$ cat config.mk
export PLATFORM = sky130hd
export DESIGN_NAME = stim_biphase_seq
export DESIGN_NICKNAME = d
export VERILOG_FILES = /design/src/rtl/sbp_pkg.sv /design/src/rtl/sbp_slot_counter.sv /design/src/rtl/sbp_cfg_shadow.sv /design/src/rtl/sbp_seq_fsm.sv /design/src/rtl/stim_biphase_seq.sv
export SDC_FILE = /design/constraint.sdc
export NUM_CORES = 1
export LEC_CHECK = 0
export ABC_AREA = 1
export BUFFER_PORTS_ARGS = -buffer_cell sky130_fd_sc_hd__buf_2
export CAP_MARGIN = 20
export CORE_ASPECT_RATIO = 0.7
export CORE_MARGIN = 5
export CORE_UTILIZATION = 52
export DETAILED_ROUTE_END_ITERATION = 7
export PLACE_DENSITY = 0.79
export SLEW_MARGIN = 20
export SYNTH_ARGS = -nofsm -noshare
export SYNTH_HDL_FRONTEND = slang
export SYNTH_SLANG_ARGS = --single-unit
$ cat constraint.sdc
create_clock -name clk -period 1.9 [get_ports clk]
set_input_delay 0.38 -clock clk [delete_from_list [all_inputs] [get_ports clk]]
set_output_delay 0.38 -clock clk [all_outputs]
set_load 0.1 [all_outputs]
$ cat src/rtl/sbp_pkg.sv
package sbp_pkg;
  typedef enum logic [2:0] {
    ST_IDLE,
    ST_PH1,
    ST_IPD,
    ST_PH2,
    ST_SENSE,
    ST_INJ,
    ST_NEXT
  } seq_state_t;
endpackage

$ cat src/rtl/sbp_slot_counter.sv
// Counts qualified events and flags equality with a target value.
module sbp_slot_counter #(
  parameter int W = 8
) (
  input  logic         clk,
  input  logic         rst_n,
  input  logic         clr,
  input  logic         inc,
  input  logic [W-1:0] target,
  output logic         hit
);
  logic [W-1:0] cnt_q;

  always_ff @(posedge clk or negedge rst_n) begin
    if (!rst_n)   cnt_q <= '0;
    else if (clr) cnt_q <= '0;
    else if (inc) cnt_q <= cnt_q + W'(1);
  end

  assign hit = (cnt_q == target);
endmodule

$ cat src/rtl/sbp_cfg_shadow.sv
// Holds the channel setup captured when a train is accepted.
module sbp_cfg_shadow #(
  parameter int LEN_W = 8
) (
  input  logic             clk,
  input  logic             rst_n,
  input  logic             load,
  input  logic             in_first_cath,
  input  logic [LEN_W-1:0] in_p1,
  input  logic [LEN_W-1:0] in_ipd,
  input  logic [LEN_W-1:0] in_p2,
  output logic             first_cath,
  output logic [LEN_W-1:0] p1_len,
  output logic [LEN_W-1:0] ipd_len,
  output logic [LEN_W-1:0] p2_len
);
  always_ff @(posedge clk or negedge rst_n) begin
    if (!rst_n) begin
      first_cath <= 1'b0;
      p1_len     <= '0;
      ipd_len    <= '0;
      p2_len     <= '0;
    end else if (load) begin
      first_cath <= in_first_cath;
      p1_len     <= in_p1;
      ipd_len    <= in_ipd;
      p2_len     <= in_p2;
    end
  end
endmodule

$ cat src/rtl/sbp_seq_fsm.sv
// Sequencing state machine: phases, gap, balancing loop, train count.
module sbp_seq_fsm
  import sbp_pkg::*;
#(
  parameter int LEN_W   = 8,
  parameter int TRAIN_W = 8
) (
  input  logic               clk,
  input  logic               rst_n,
  input  logic               trigger,
  input  logic               stop,
  input  logic               pulse_grant,
  input  logic               resid_neg,
  input  logic [TRAIN_W-1:0] raw_trains,
  input  logic               first_cath,
  input  logic [LEN_W-1:0]   p1_len,
  input  logic [LEN_W-1:0]   ipd_len,
  input  logic [LEN_W-1:0]   p2_len,
  input  logic               ph_hit,
  input  logic               bal_hit,
  output logic               cfg_load,
  output logic               ph_clr,
  output logic               ph_inc,
  output logic [LEN_W-1:0]   ph_target,
  output logic               bal_clr,
  output logic               bal_inc,
  output logic               pulse_req,
  output logic               polarity,
  output logic               sense_req,
  output logic               done,
  output logic               bal_err
);
  seq_state_t         state_q, state_d;
  logic [TRAIN_W-1:0] trains_q, trains_d;
  logic               ref_q, ref_d;
  logic               first_q, first_d;
  logic               err_q, err_d;
  logic               done_q, done_d;
  logic               stop_pend_q, stop_pend_d;
  logic               stop_now;

  assign stop_now = stop | stop_pend_q;

  always_comb begin
    state_d  = state_q;
    trains_d = trains_q;
    ref_d    = ref_q;
    first_d  = first_q;
    err_d    = err_q;
    done_d   = 1'b0;
    cfg_load = 1'b0;
    ph_clr   = 1'b0;
    ph_inc   = 1'b0;
    bal_clr  = 1'b0;
    bal_inc  = 1'b0;
    unique case (state_q)
      ST_IDLE: begin
        if (trigger) begin
          cfg_load = 1'b1;
          ph_clr   = 1'b1;
          err_d    = 1'b0;
          trains_d = (raw_trains == '0) ? TRAIN_W'(1) : raw_trains;
          state_d  = ST_PH1;
        end
      end
      ST_PH1: begin
        if (ph_hit) begin
          ph_clr  = 1'b1;
          state_d = stop_now ? ST_IDLE : ST_IPD;
        end else if (pulse_grant) begin
          ph_inc = 1'b1;
          if (stop_now) state_d = ST_IDLE;
        end
      end
      ST_IPD: begin
        if (stop_now) begin
          state_d = ST_IDLE;
        end else if (ph_hit) begin
          ph_clr  = 1'b1;
          state_d = ST_PH2;
        end else if (pulse_grant) begin
          ph_inc = 1'b1;
        end
      end
      ST_PH2: begin
        if (ph_hit) begin
          bal_clr = 1'b1;
          first_d = 1'b1;
          state_d = stop_now ? ST_IDLE : ST_SENSE;
        end else if (pulse_grant) begin
          ph_inc = 1'b1;
          if (stop_now) state_d = ST_IDLE;
        end
      end
      ST_SENSE: begin
        if (stop_now) begin
          state_d = ST_IDLE;
        end else if (first_q) begin
          ref_d   = resid_neg;
          first_d = 1'b0;
          state_d = ST_INJ;
        end else if (resid_neg != ref_q) begin
          state_d = ST_NEXT;
        end else begin
          state_d = ST_INJ;
        end
      end
      ST_INJ: begin
        if (pulse_grant) begin
          bal_inc = 1'b1;
          if (stop_now) begin
            state_d = ST_IDLE;
          end else if (bal_hit) begin
            err_d   = 1'b1;
            state_d = ST_NEXT;
          end else begin
            state_d = ST_SENSE;
          end
        end
      end
      ST_NEXT: begin
        if (stop_now) begin
          state_d = ST_IDLE;
        end else if (trains_q == TRAIN_W'(1)) begin
          done_d  = 1'b1;
          state_d = ST_IDLE;
        end else begin
          trains_d = trains_q - TRAIN_W'(1);
          ph_clr   = 1'b1;
          state_d  = ST_PH1;
        end
      end
      default: state_d = ST_IDLE;
    endcase
    stop_pend_d = (state_d != ST_IDLE) && (stop_pend_q || stop);
  end

  always_ff @(posedge clk or negedge rst_n) begin
    if (!rst_n) begin
      state_q     <= ST_IDLE;
      trains_q    <= '0;
      ref_q       <= 1'b0;
      first_q     <= 1'b0;
      err_q       <= 1'b0;
      done_q      <= 1'b0;
      stop_pend_q <= 1'b0;
    end else begin
      state_q     <= state_d;
      trains_q    <= trains_d;
      ref_q       <= ref_d;
      first_q     <= first_d;
      err_q       <= err_d;
      done_q      <= done_d;
      stop_pend_q <= stop_pend_d;
    end
  end

  always_comb begin
    unique case (state_q)
      ST_PH1:  ph_target = p1_len;
      ST_IPD:  ph_target = ipd_len;
      ST_PH2:  ph_target = p2_len;
      default: ph_target = '0;
    endcase
  end

  always_comb begin
    unique case (state_q)
      ST_PH1:  polarity = first_cath;
      ST_PH2:  polarity = ~first_cath;
      ST_INJ:  polarity = ~ref_q;
      default: polarity = 1'b0;
    endcase
  end

  assign pulse_req = (((state_q == ST_PH1) || (state_q == ST_PH2)) && !ph_hit)
                     || (state_q == ST_INJ);
  assign sense_req = (state_q == ST_SENSE);
  assign done      = done_q;
  assign bal_err   = err_q;
endmodule

$ cat src/rtl/stim_biphase_seq.sv
module stim_biphase_seq #(
  parameter int LEN_W   = 8,
  parameter int TRAIN_W = 8,
  parameter int BAL_MAX = 255
) (
  input  logic               clk,
  input  logic               rst_n,
  input  logic               cfg_first_cath,
  input  logic [LEN_W-1:0]   cfg_phase1_len,
  input  logic [LEN_W-1:0]   cfg_ipd_len,
  input  logic [LEN_W-1:0]   cfg_phase2_len,
  input  logic [TRAIN_W-1:0] cfg_trains,
  input  logic               trigger,
  input  logic               stop,
  output logic               pulse_req,
  input  logic               pulse_grant,
  output logic               polarity,
  output logic               sense_req,
  input  logic               resid_neg,
  output logic               done,
  output logic               bal_err
);
  localparam int BAL_W = $clog2(BAL_MAX + 1);
  localparam logic [BAL_W-1:0] BAL_LAST = BAL_W'(BAL_MAX - 1);

  logic             cfg_load, ph_clr, ph_inc, ph_hit;
  logic             bal_clr, bal_inc, bal_hit;
  logic [LEN_W-1:0] ph_target;
  logic             sh_first;
  logic [LEN_W-1:0] sh_p1, sh_ipd, sh_p2;

  sbp_cfg_shadow #(.LEN_W(LEN_W)) u_shadow (
    .clk(clk), .rst_n(rst_n), .load(cfg_load),
    .in_first_cath(cfg_first_cath), .in_p1(cfg_phase1_len),
    .in_ipd(cfg_ipd_len), .in_p2(cfg_phase2_len),
    .first_cath(sh_first), .p1_len(sh_p1), .ipd_len(sh_ipd), .p2_len(sh_p2)
  );

  sbp_slot_counter #(.W(LEN_W)) u_phase_cnt (
    .clk(clk), .rst_n(rst_n), .clr(ph_clr), .inc(ph_inc),
    .target(ph_target), .hit(ph_hit)
  );

  sbp_slot_counter #(.W(BAL_W)) u_bal_cnt (
    .clk(clk), .rst_n(rst_n), .clr(bal_clr), .inc(bal_inc),
    .target(BAL_LAST), .hit(bal_hit)
  );

  sbp_seq_fsm #(.LEN_W(LEN_W), .TRAIN_W(TRAIN_W)) u_fsm (
    .clk(clk), .rst_n(rst_n), .trigger(trigger), .stop(stop),
    .pulse_grant(pulse_grant), .resid_neg(resid_neg), .raw_trains(cfg_trains),
    .first_cath(sh_first), .p1_len(sh_p1), .ipd_len(sh_ipd), .p2_len(sh_p2),
    .ph_hit(ph_hit), .bal_hit(bal_hit), .cfg_load(cfg_load),
    .ph_clr(ph_clr), .ph_inc(ph_inc), .ph_target(ph_target),
    .bal_clr(bal_clr), .bal_inc(bal_inc), .pulse_req(pulse_req),
    .polarity(polarity), .sense_req(sense_req), .done(done), .bal_err(bal_err)
  );
endmodule

==> results_dict.tcl, run 1 <==
set metrics [dict create \
    fp.dieW_um 105 \
    drc 0 \
    cap_violations 0 \
    nets 573 \
    setup_viol 23 \
    track_usage_pct 24.4 \
    start_util_pct 52.8 \
    path_depth 13 \
    cp_slowest_cell "dfrtp_1" \
    dr.pass1.iters 5 \
    cp_cell_sequence "inv_2 -> nand2_4 -> nor2_8 -> nand2_1 -> nand3_1 -> nand2_1 -> nand2_1 -> nand2_1 -> nor2_4 -> nand2_4 -> inv_4 -> o21ai_4 -> buf_12" \
    vias 3403 \
    p_int_w 0.00417 \
    violations "negative setup slack" \
    area_growth_pct 36.9 \
    startpoint_type "flop" \
    place_ws_ns -0.248 \
    path_class "flop to output pin" \
    cp_data_required_time_ns 1.52 \
    fillers 413 \
    switchingPower_w 0.00345 \
    cts-root-buf "clkbuf_8" \
    syn_avg_cell_area_um2 7.60 \
    p_leak_nw 2.30 \
    hp-class "input port to flop" \
    ff2ff_path_depth 15 \
    min_period_ns 2.54 \
    clock_path_buffers 2 \
    coreArea_um2 6160 \
    power_per_cell_area_nw_per_um2 1710 \
    cts_tree "done" \
    port_buffers 43 \
    routedWlPerCell_um 16.2 \
    path_buf_inv 3 \
    slew_violations 0 \
    p_clk_share_pct 15.4 \
    grt_overflow 0 \
    synth_area_um2 3250 \
    min_from "cfg_phase2_len[4]" \
    hold_viol_final 0 \
    r2r_setup_slack_ns -0.42 \
    placed_cell_area_um2 3920 \
    skew_ns 0.0130 \
    antenna_found_initial 0 \
    min_to "u_shadow.p2_len[4]$_DFFE_PN0P_" \
    diodes 0 \
    yosysWarnings 0 \
    grt_max_degree 25 \
    status "finished, violations left" \
    grt_pass1_vias 3326 \
    path_max_fanout 7 \
    rr_endpoint "u_fsm.stop_pend_q$_DFF_PN0_" \
    dr.first_iter.drc_count 217 \
    final_cell_area_um2 4450 \
    path_clk_slew_ns 0.07 \
    rows 24 \
    endpoint_kind "output pin" \
    syn-num-nets 472 \
    max_stage_delay_ns 0.45 \
    wl_um 9890 \
    drive_above_1_share_pct 32.4 \
    die_area_um2 7960 \
    ir_worst_vdd_mv 0.892 \
    ioPinCount 44 \
    cts.sinks 57 \
    hold_depth 3 \
    die_h_um 76.2 \
    vias_per_cell 5.56 \
    cts_inserted_buffers 9 \
    reg2reg_from "u_fsm.state_q[2]$_DFF_PN0_" \
    min_period_over_period_pct 134 \
    worst_pin_slew_ns 0.469 \
    seqPwrFrac_pct 26.1 \
    ys_ff_latch 57 \
    setup_ws_ns -0.642 \
    ant_nets 0 \
    grt_first_pass_wirelength_um 15900 \
    hpwl_um 6500 \
    synth.distinct_cells 37 \
    slew_headroom_pct 68.5 \
    p_comb_share_pct 58.5 \
    final_common_cell "nand2_1" \
    h-tree-depth 3 \
    syn_inst 428 \
    hold_ws_ns 0.220 \
    routabilityCongestion 0.924 \
    critPathTopFamily "simple AND/OR/NAND/NOR gates" \
    arrival_ns 2.16 \
    rsz0062_at_grt "yes" \
    final_cell_mix "133 x nand2_1, 55 x dfrtp_1, 40 x buf_2" \
    fmax_ghz 0.393 \
    insertion_delay_ns 0.35 \
    switching_share_pct 45.3 \
    crit_top_cell "nand2_1" \
    ys_seq_area_share_pct 43.9 \
]
## power by group through the flow
stage                     Clock [W]  Sequential (W)  Combinational, W
after floorplan                   0         0.00186           0.00228
after global placement            0         0.00198           0.00336
after detailed placement          0         0.00199           0.00344
after CTS                   0.00118         0.00197           0.00392
after global routing        0.00125         0.00202           0.00479
final                       0.00117         0.00199           0.00445
## synthesized netlist by cell type
master,n,share of area (%)
a211oi_1,3,0.69
a21oi_1,12,1.8
a21oi_2,1,0.27
a22oi_1,2,0.46
buf_2,2,0.31
buf_4,1,0.23
buf_6,2,0.69
clkbuf_1,4,0.46
clkinv_1,2,0.23
dfrtp_1,57,44
ha_1,5,1.9
inv_1,45,5.2
inv_2,2,0.23
inv_4,4,0.77
mux2i_1,1,0.31
nand2_1,144,17
nand2_2,3,0.58
nand2_4,4,1.4
nand3_1,33,5.1
nand3b_1,3,0.69
nand4_1,21,4.0
nor2_1,25,2.9
nor2_2,1,0.19
nor2_4,4,1.4
nor2_8,1,0.62
nor3_1,9,1.4
nor3_4,1,0.50
nor4_1,3,0.58
o211ai_1,2,0.46
o21ai_0,16,2.5
o21ai_1,1,0.15
o21ai_2,1,0.27
o22ai_1,2,0.38
o31ai_1,1,0.23
or2_2,1,0.19
xnor2_1,1,0.27
xor2_1,8,2.2
## logic make-up after synthesis
family	count (synthesis)	synth area share, %
AOI/OAI and AO/OA	41	7.23
xor gates and xnor gates	9	2.42
muxes	1	0.308
buffers and inverters	62	8.12
adders and majority gates	5	1.92
DFF	57	43.9
and+or+nand+nor	253	36.1
## worst reg2reg max path: cells and delay by family, from the launching register on
| family | cells | cell delay (ns) |
|---|---|---|
| AO/OA/AOI/OAI | 2 | 0.41 |
| buffers and inverters | 3 | 0.41 |
| flip-flops | 1 | 0.45 |
| AND/OR/NAND/NOR | 10 | 0.98 |
## timing repair
| action | in CTS | in global routing |
|---|---|---|
| pin swaps | 8 | 9 |
| gates resized for setup | 21 | 32 |
| setup endpoints to repair | 27 | 32 |
| hold endpoints to repair | 10 | 0 |
| setup buffers | 11 | 8 |
| hold buffers | 1 | 0 |
## metrics by stage
step / instances / total power [W] / utilization [%] / setup TNS [ns]
floorplan: 428 / 0.00415 / - / -0.396
global placement: 578 / 0.00533 / 63.7 / -1.39
detailed placement: 578 / 0.00543 / 63.7 / -3.39
CTS: 606 / 0.00707 / 69.9 / -2.71
global route: 612 / 0.00806 / 72.3 / -8.78
finish: 612 / 0.00762 / 72.3 / -6.17
## metal layers
metal	vias up	global-route usage, %	routed length, um
met5	-	0	0
met4	0	8.28	259
met3	32	4.57	724
met2	183	37.4	4660
met1	1602	34.7	4250
li1	1586	-	-
## how the worst max path moves through the flow
stage | from | end | slack (ns)
after floorplan | u_fsm.state_q[0]$_DFF_PN0_ | pulse_req | -0.30
after CTS | u_fsm.state_q[2]$_DFF_PN0_ | pulse_req | -0.50
after global placement | u_fsm.state_q[0]$_DFF_PN0_ | pulse_req | -0.14
after detailed placement | u_fsm.state_q[0]$_DFF_PN0_ | u_phase_cnt.cnt_q[3]$_DFFE_PN0P_ | -0.25
final | u_fsm.state_q[2]$_DFF_PN0_ | pulse_req | -0.64
after global routing | u_fsm.state_q[2]$_DFF_PN0_ | pulse_req | -0.74
## layout make-up
class / count / area (um^2) / share of cell area (%)
Multi-Input combinational cell: 309 / 1710 / 38.4
Sequential cell: 57 / 1430 / 32.1
Timing Repair Buffer: 99 / 796 / 17.9
Inverter: 53 / 219 / 4.92
Clock buffer: 9 / 124 / 2.78
Tap cell: 78 / 97.6 / 2.19
Clock inverter: 7 / 78.8 / 1.77
## registers in the layout, indices dropped and copies added, names as in the netlist
| name | count |
|---|---|
| u_phase_cnt.cnt_q | 8 |
| u_fsm.stop_pend_q | 1 |
| u_shadow.first_cath | 1 |
| u_shadow.p1_len | 8 |
| u_fsm.first_q | 1 |
| u_shadow.ipd_len | 8 |
| u_shadow.p2_len | 8 |
| u_fsm.trains_q | 8 |
| u_fsm.state_q | 3 |
| u_fsm.bal_err | 1 |
| u_bal_cnt.cnt_q | 8 |
| u_fsm.ref_q | 1 |
| u_fsm.done | 1 |
(Power assumes the default switching activity.)
==> run 2: changes to the inputs <==
==> constraint.sdc (replaced) <==
create_clock -name clk -period 2 [get_ports clk]
set_input_delay 0.4 -clock clk [delete_from_list [all_inputs] [get_ports clk]]
set_output_delay 0.4 -clock clk [all_outputs]
set_load 0.1 [all_outputs]
==> results_dict.tcl, run 2 (same netlist as run 1, synthesis figures left out) <==
set metrics [dict create \
    arrival_ns 2.09 \
    dr.pass1.iters 5 \
    start_util_pct 52.8 \
    slew_headroom_pct 58.1 \
    critical_path.endpoint "pulse_req" \
    hpwl_um 6230 \
    top_layer_used "met4" \
    cap_violations 0 \
    startpoint_type "flop" \
    routedWlPerCell_um 15.1 \
    diodes 0 \
    final_common_cell "nand2_1" \
    rows 24 \
    wl_um 8980 \
    ir_worst_vdd_mv 0.759 \
    cp_data_required_time_ns 1.60 \
    drc 0 \
    die_h_um 76.2 \
    die_area_um2 7960 \
    fp.dieW_um 105 \
    cts_tree "done" \
    setup_ws_ns -0.494 \
    vias_per_cell 5.44 \
    p_total_w 0.00702 \
    r2r_setup_slack_ns -0.23 \
    worst_pin_slew_ns 0.628 \
    insertion_delay_ns 0.34 \
    port_buffers 43 \
    routabilityCongestion 0.945 \
    wl_met2_um 4020 \
    hold_viol_final 0 \
    switching_share_pct 45.4 \
    track_usage_pct 21.8 \
    hp-class "input port to async pin" \
    min_period_ns 2.49 \
    endpoint_kind "output pin" \
    h-tree-depth 3 \
    path_max_fanout 4 \
    drive_above_1_share_pct 31.1 \
    dr.first_iter.drc_count 250 \
    rr_endpoint "u_phase_cnt.cnt_q[4]$_DFFE_PN0P_" \
    final_cell_mix "131 x nand2_1, 55 x dfrtp_1, 40 x inv_1, 40 x buf_2, 28 x nand3_1" \
    wl_met1_um 4080 \
    coreArea_um2 6160 \
    path_class "flop to output pin" \
    cts_inserted_buffers 9 \
    antenna_found_initial 0 \
    cts.sinks 57 \
    fmax_ghz 0.401 \
    grt_pass1_vias 2953 \
    vias 3224 \
    skew_ns 0.0125 \
    power_per_cell_area_nw_per_um2 1620 \
    p_comb_share_pct 55.4 \
    ioPinCount 44 \
    switchingPower_w 0.00319 \
    grt_max_degree 28 \
    clock_path_buffers 2 \
    min_period_over_period_pct 125 \
    dp_cells 568 \
    area_growth_pct 33.6 \
    place_ws_ns -0.110 \
    ant_nets 0 \
    p_clk_share_pct 17.6 \
    slew_violations 0 \
    cts-root-buf "clkbuf_8" \
    met3_wirelength_um 620 \
    violations "negative setup slack" \
    nets 554 \
    finalNonFillerCells 593 \
    ff2ff_path_depth 16 \
    seqPwrFrac_pct 27.0 \
    setup_viol 15 \
    reg2reg_from "u_fsm.state_q[0]$_DFF_PN0_" \
    path_clk_slew_ns 0.07 \
    grt_overflow 0 \
    startpoint "u_fsm.state_q[0]$_DFF_PN0_" \
    rsz0062_at_grt "yes" \
    p_int_w 0.00383 \
    p_leak_nw 2.23 \
    grt_first_pass_wirelength_um 14200 \
    status "finished, violations left" \
]
-- run 2: layer usage --
metal	vias to the layer above	track usage [%]
met1	1490	32.1
met5	-	0
li1	1557	-
met3	26	5.59
met4	0	6.21
met2	151	31.5
-- run 2: power groups by stage --
stage	clock network [W]	registers, W	logic [W]
2_1_floorplan	0	0.00177	0.00217
3_3_place_gp	0	0.00188	0.00308
3_5_place_dp	0	0.00190	0.00316
4_1_cts	0.00126	0.00188	0.00331
5_1_grt	0.00132	0.00194	0.00421
6_report	0.00124	0.00190	0.00389
-- run 2: area by class of cell --
class | instances | area, um^2
clock buffer | 10 | 138
sequential | 57 | 1430
fill | 454 | 1810
timing repair buffer | 80 | 602
clock inverter | 6 | 90.1
multi-input combinational | 309 | 1770
inverter | 53 | 218
tap | 78 | 97.6
-- run 2: how the worst min path moves through the flow --
| stage | from | endpoint | slack, ns | cells after the start |
|---|---|---|---|---|
| after detailed placement | rst_n | u_shadow.first_cath$_DFFE_PN0P_ | 0.45 | 1 |
| final | rst_n | u_shadow.first_cath$_DFFE_PN0P_ | 0.07 | 1 |
| after global routing | rst_n | u_bal_cnt.cnt_q[6]$_DFFE_PN0P_ | 0.11 | 1 |
| after CTS | rst_n | u_shadow.first_cath$_DFFE_PN0P_ | 0.08 | 1 |
| after floorplan | rst_n | u_bal_cnt.cnt_q[0]$_DFFE_PN0P_ | 0.10 | 0 |
| after global placement | rst_n | u_bal_cnt.cnt_q[1]$_DFFE_PN0P_ | 0.44 | 1 |
-- run 2: repair_timing --
item,4_1_cts,5_1_grt
hold buffers,0,0
buffers inserted,6,4
cloned,0,0
resized for setup,8,49
setup endpoints to repair,18,43
pin swaps,6,23
endpoints found under the hold margin,0,0
-- run 2: metrics by stage --
stage | utilization [%] | cell area [um^2] | setup TNS (ns) | hold WS, ns
after floorplan | - | 3290 | -0.217 | 0.104
after global placement | 62.3 | 3840 | -0.230 | 0.443
after detailed placement | 62.3 | 3840 | -0.780 | 0.451
after CTS | 67.1 | 4130 | -0.665 | 0.0778
after global routing | 70.6 | 4340 | -5.38 | 0.108
final | 70.6 | 4340 | -2.60 | 0.0734
-- run 2: worst max-delay path, stage by stage (launching register included) --
cell and delay (ns):
dfrtp_2 0.44, buf_6 0.14, nor3_4 0.25, nand2_1 0.12, nand3_2 0.07, nand2_1 0.06, nand2_1 0.11, nand2_2 0.07
nor2_4 0.13, nand2_4 0.07, inv_4 0.07, o21ai_4 0.06, buf_12 0.17
==> run 3: changes to the inputs <==
--- a/config.mk
+++ b/config.mk
@@ -10,9 +10,9 @@
 export CAP_MARGIN = 20
 export CORE_ASPECT_RATIO = 0.7
 export CORE_MARGIN = 5
-export CORE_UTILIZATION = 52
+export CORE_UTILIZATION = 53
 export DETAILED_ROUTE_END_ITERATION = 7
-export PLACE_DENSITY = 0.79
+export PLACE_DENSITY = 0.77
 export SLEW_MARGIN = 20
 export SYNTH_ARGS = -nofsm -noshare
 export SYNTH_HDL_FRONTEND = slang
==> constraint.sdc (replaced) <==
create_clock -name clk -period 2.3 [get_ports clk]
set_input_delay 0.46 -clock clk [delete_from_list [all_inputs] [get_ports clk]]
set_output_delay 0.46 -clock clk [all_outputs]
set_load 0.1 [all_outputs]
==> results_dict.tcl, run 3 (same netlist as run 1, synthesis figures left out) <==
set metrics [dict create \
    reg2reg_from "u_fsm.state_q[0]$_DFF_PN0_" \
    area_growth_pct 21.0 \
    p_total_w 0.00528 \
    drive_above_1_share_pct 22.6 \
    slew_violations 0 \
    finalNonFillerCells 574 \
    grt_pass1_vias 3003 \
    use_met1_pct 31.5 \
    violations "negative setup slack" \
    coreArea_um2 5840 \
    met2_usage_pct 35.5 \
    cp_data_required_time_ns 1.84 \
    ir_worst_vdd_mv 0.613 \
    rsz0062_at_grt "yes" \
    arrival_ns 2.06 \
    ant_nets 0 \
    ioPinCount 44 \
    fp.dieW_um 104 \
    worst_pin_slew_ns 0.720 \
    use_met3_pct 6.52 \
    hpwl_um 5910 \
    endpoint_kind "output pin" \
    skew_ns 0.0160 \
    min_period_over_period_pct 110 \
    path_clk_slew_ns 0.08 \
    diodes 0 \
    cts-root-buf "clkbuf_8" \
    vias 3135 \
    cap_violations 0 \
    grt_first_pass_wirelength_um 14300 \
    cts.sinks 57 \
    final_cell_area_um2 3930 \
    routedWlPerCell_um 14.6 \
    placed_cell_area_um2 3640 \
    grt_max_degree 58 \
    final_core_util_pct 67.3 \
    cts_tree "done" \
    wl_um 8350 \
    dr.first_iter.drc_count 380 \
    hold_buffers 0 \
    dr.pass1.iters 6 \
    nets 538 \
    slew_headroom_pct 52.0 \
    cts_inserted_buffers 9 \
    dp_cells 549 \
    antenna_found_initial 0 \
    rows 23 \
    startpoint "u_fsm.state_q[2]$_DFF_PN0_" \
    final_common_cell "nand2_1" \
    port_buffers 43 \
    place_ws_ns -0.00457 \
    fillers 484 \
    p_leak_nw 2.06 \
    drc 0 \
    hp-class "input port to async pin" \
    clock_path_buffers 2 \
    routabilityCongestion 0.951 \
    track_usage_pct 23.2 \
    setup_ws_ns -0.224 \
    status "finished, violations left" \
    start_util_pct 55.7 \
    startpoint_type "flop" \
    power_per_cell_area_nw_per_um2 1340 \
    busiest_layer "met2" \
    insertion_delay_ns 0.36 \
    path_class "flop to output pin" \
    h-tree-depth 3 \
    fmax_ghz 0.396 \
    hold_viol_final 0 \
    min_period_ns 2.52 \
    setup_viol 1 \
    grt_overflow 0 \
    vias_per_cell 5.46 \
    path_max_fanout 6 \
    die_h_um 75.5 \
    die_area_um2 7830 \
    final_cell_mix "141 x nand2_1, 54 x dfrtp_1, 45 x inv_1" \
]
[run 3: cell count changes in the layout (fill, tap and decap cells not counted), sizes merged]
cell and change:
inv -1, clkbuf +1, buf -17, clkinv +2
bufinv -1
[run 3: final cells by class]
type	instances	area, um^2	share of cell area (%)
clock inverters	6	67.6	1.72
well taps	75	93.8	2.39
inverters	53	211	5.38
repair buffers	64	409	10.4
flip-flops and latches	57	1430	36.4
multi-input cells	309	1590	40.5
clock buffers	10	128	3.24
[run 3: final timing paths]
path                                               endpoint  cells past startpoint  slack [ns]
min in group clk             u_shadow.p1_len[5]$_DFFE_PN0P_                      3        0.29
hold / removal             u_phase_cnt.cnt_q[3]$_DFFE_PN0P_                      2        0.22
max in group asynchronous        u_fsm.state_q[2]$_DFF_PN0_                      2        1.53
setup / recovery                                  pulse_req                     13       -0.22
setup reg to reg           u_phase_cnt.cnt_q[5]$_DFFE_PN0P_                     16        0.22
hold reg to reg             u_shadow.ipd_len[3]$_DFFE_PN0P_                      2        0.49
[run 3: repair_timing]
action                     4_1_cts  5_1_grt
buffers inserted                 9        0
resized for setup               10        2
cloned                           0        0
pin swaps                        6        0
setup endpoints to repair        3        2
[run 3: metrics by stage]
stage	TNS, ns	hold slack, ns
floorplan	-0.393	0.164
global placement	0	0.469
detailed placement	-0.00457	0.466
CTS	-0.193	0.250
global route	-0.355	0.295
finish	-0.224	0.222
[run 3: where the power goes]
group	internal, W	leakage, nW	total [W]	switching (W)
clock network	0.000503	0.0929	0.000948	0.000445
logic	0.000992	1.25	0.00270	0.00171
registers	0.00135	0.722	0.00163	0.000282
total	0.00285	2.06	0.00528	0.00244
[run 3: layer usage]
metal  vias to the layer above  share of wire (%)  wire length, um
met4                         0                2.5              208
met3                        28                8.9              744
met1                      1416                 46             3880
met2                       160                 42             3520
li1                       1531                  -                -
met5                         -                  0                0
[run 3: worst max-delay path, stage by stage (launching register included)]
cell and delay [ns]:
dfrtp_2 0.46, inv_4 0.10, buf_4 0.14, nand4_1 0.13
nand3_1 0.12, nand2_1 0.05, nand2_1 0.05, inv_1 0.05
nand2_2 0.08, nor2_4 0.05, nand2_4 0.07, inv_4 0.04
o21ai_4 0.16, buf_12 0.20
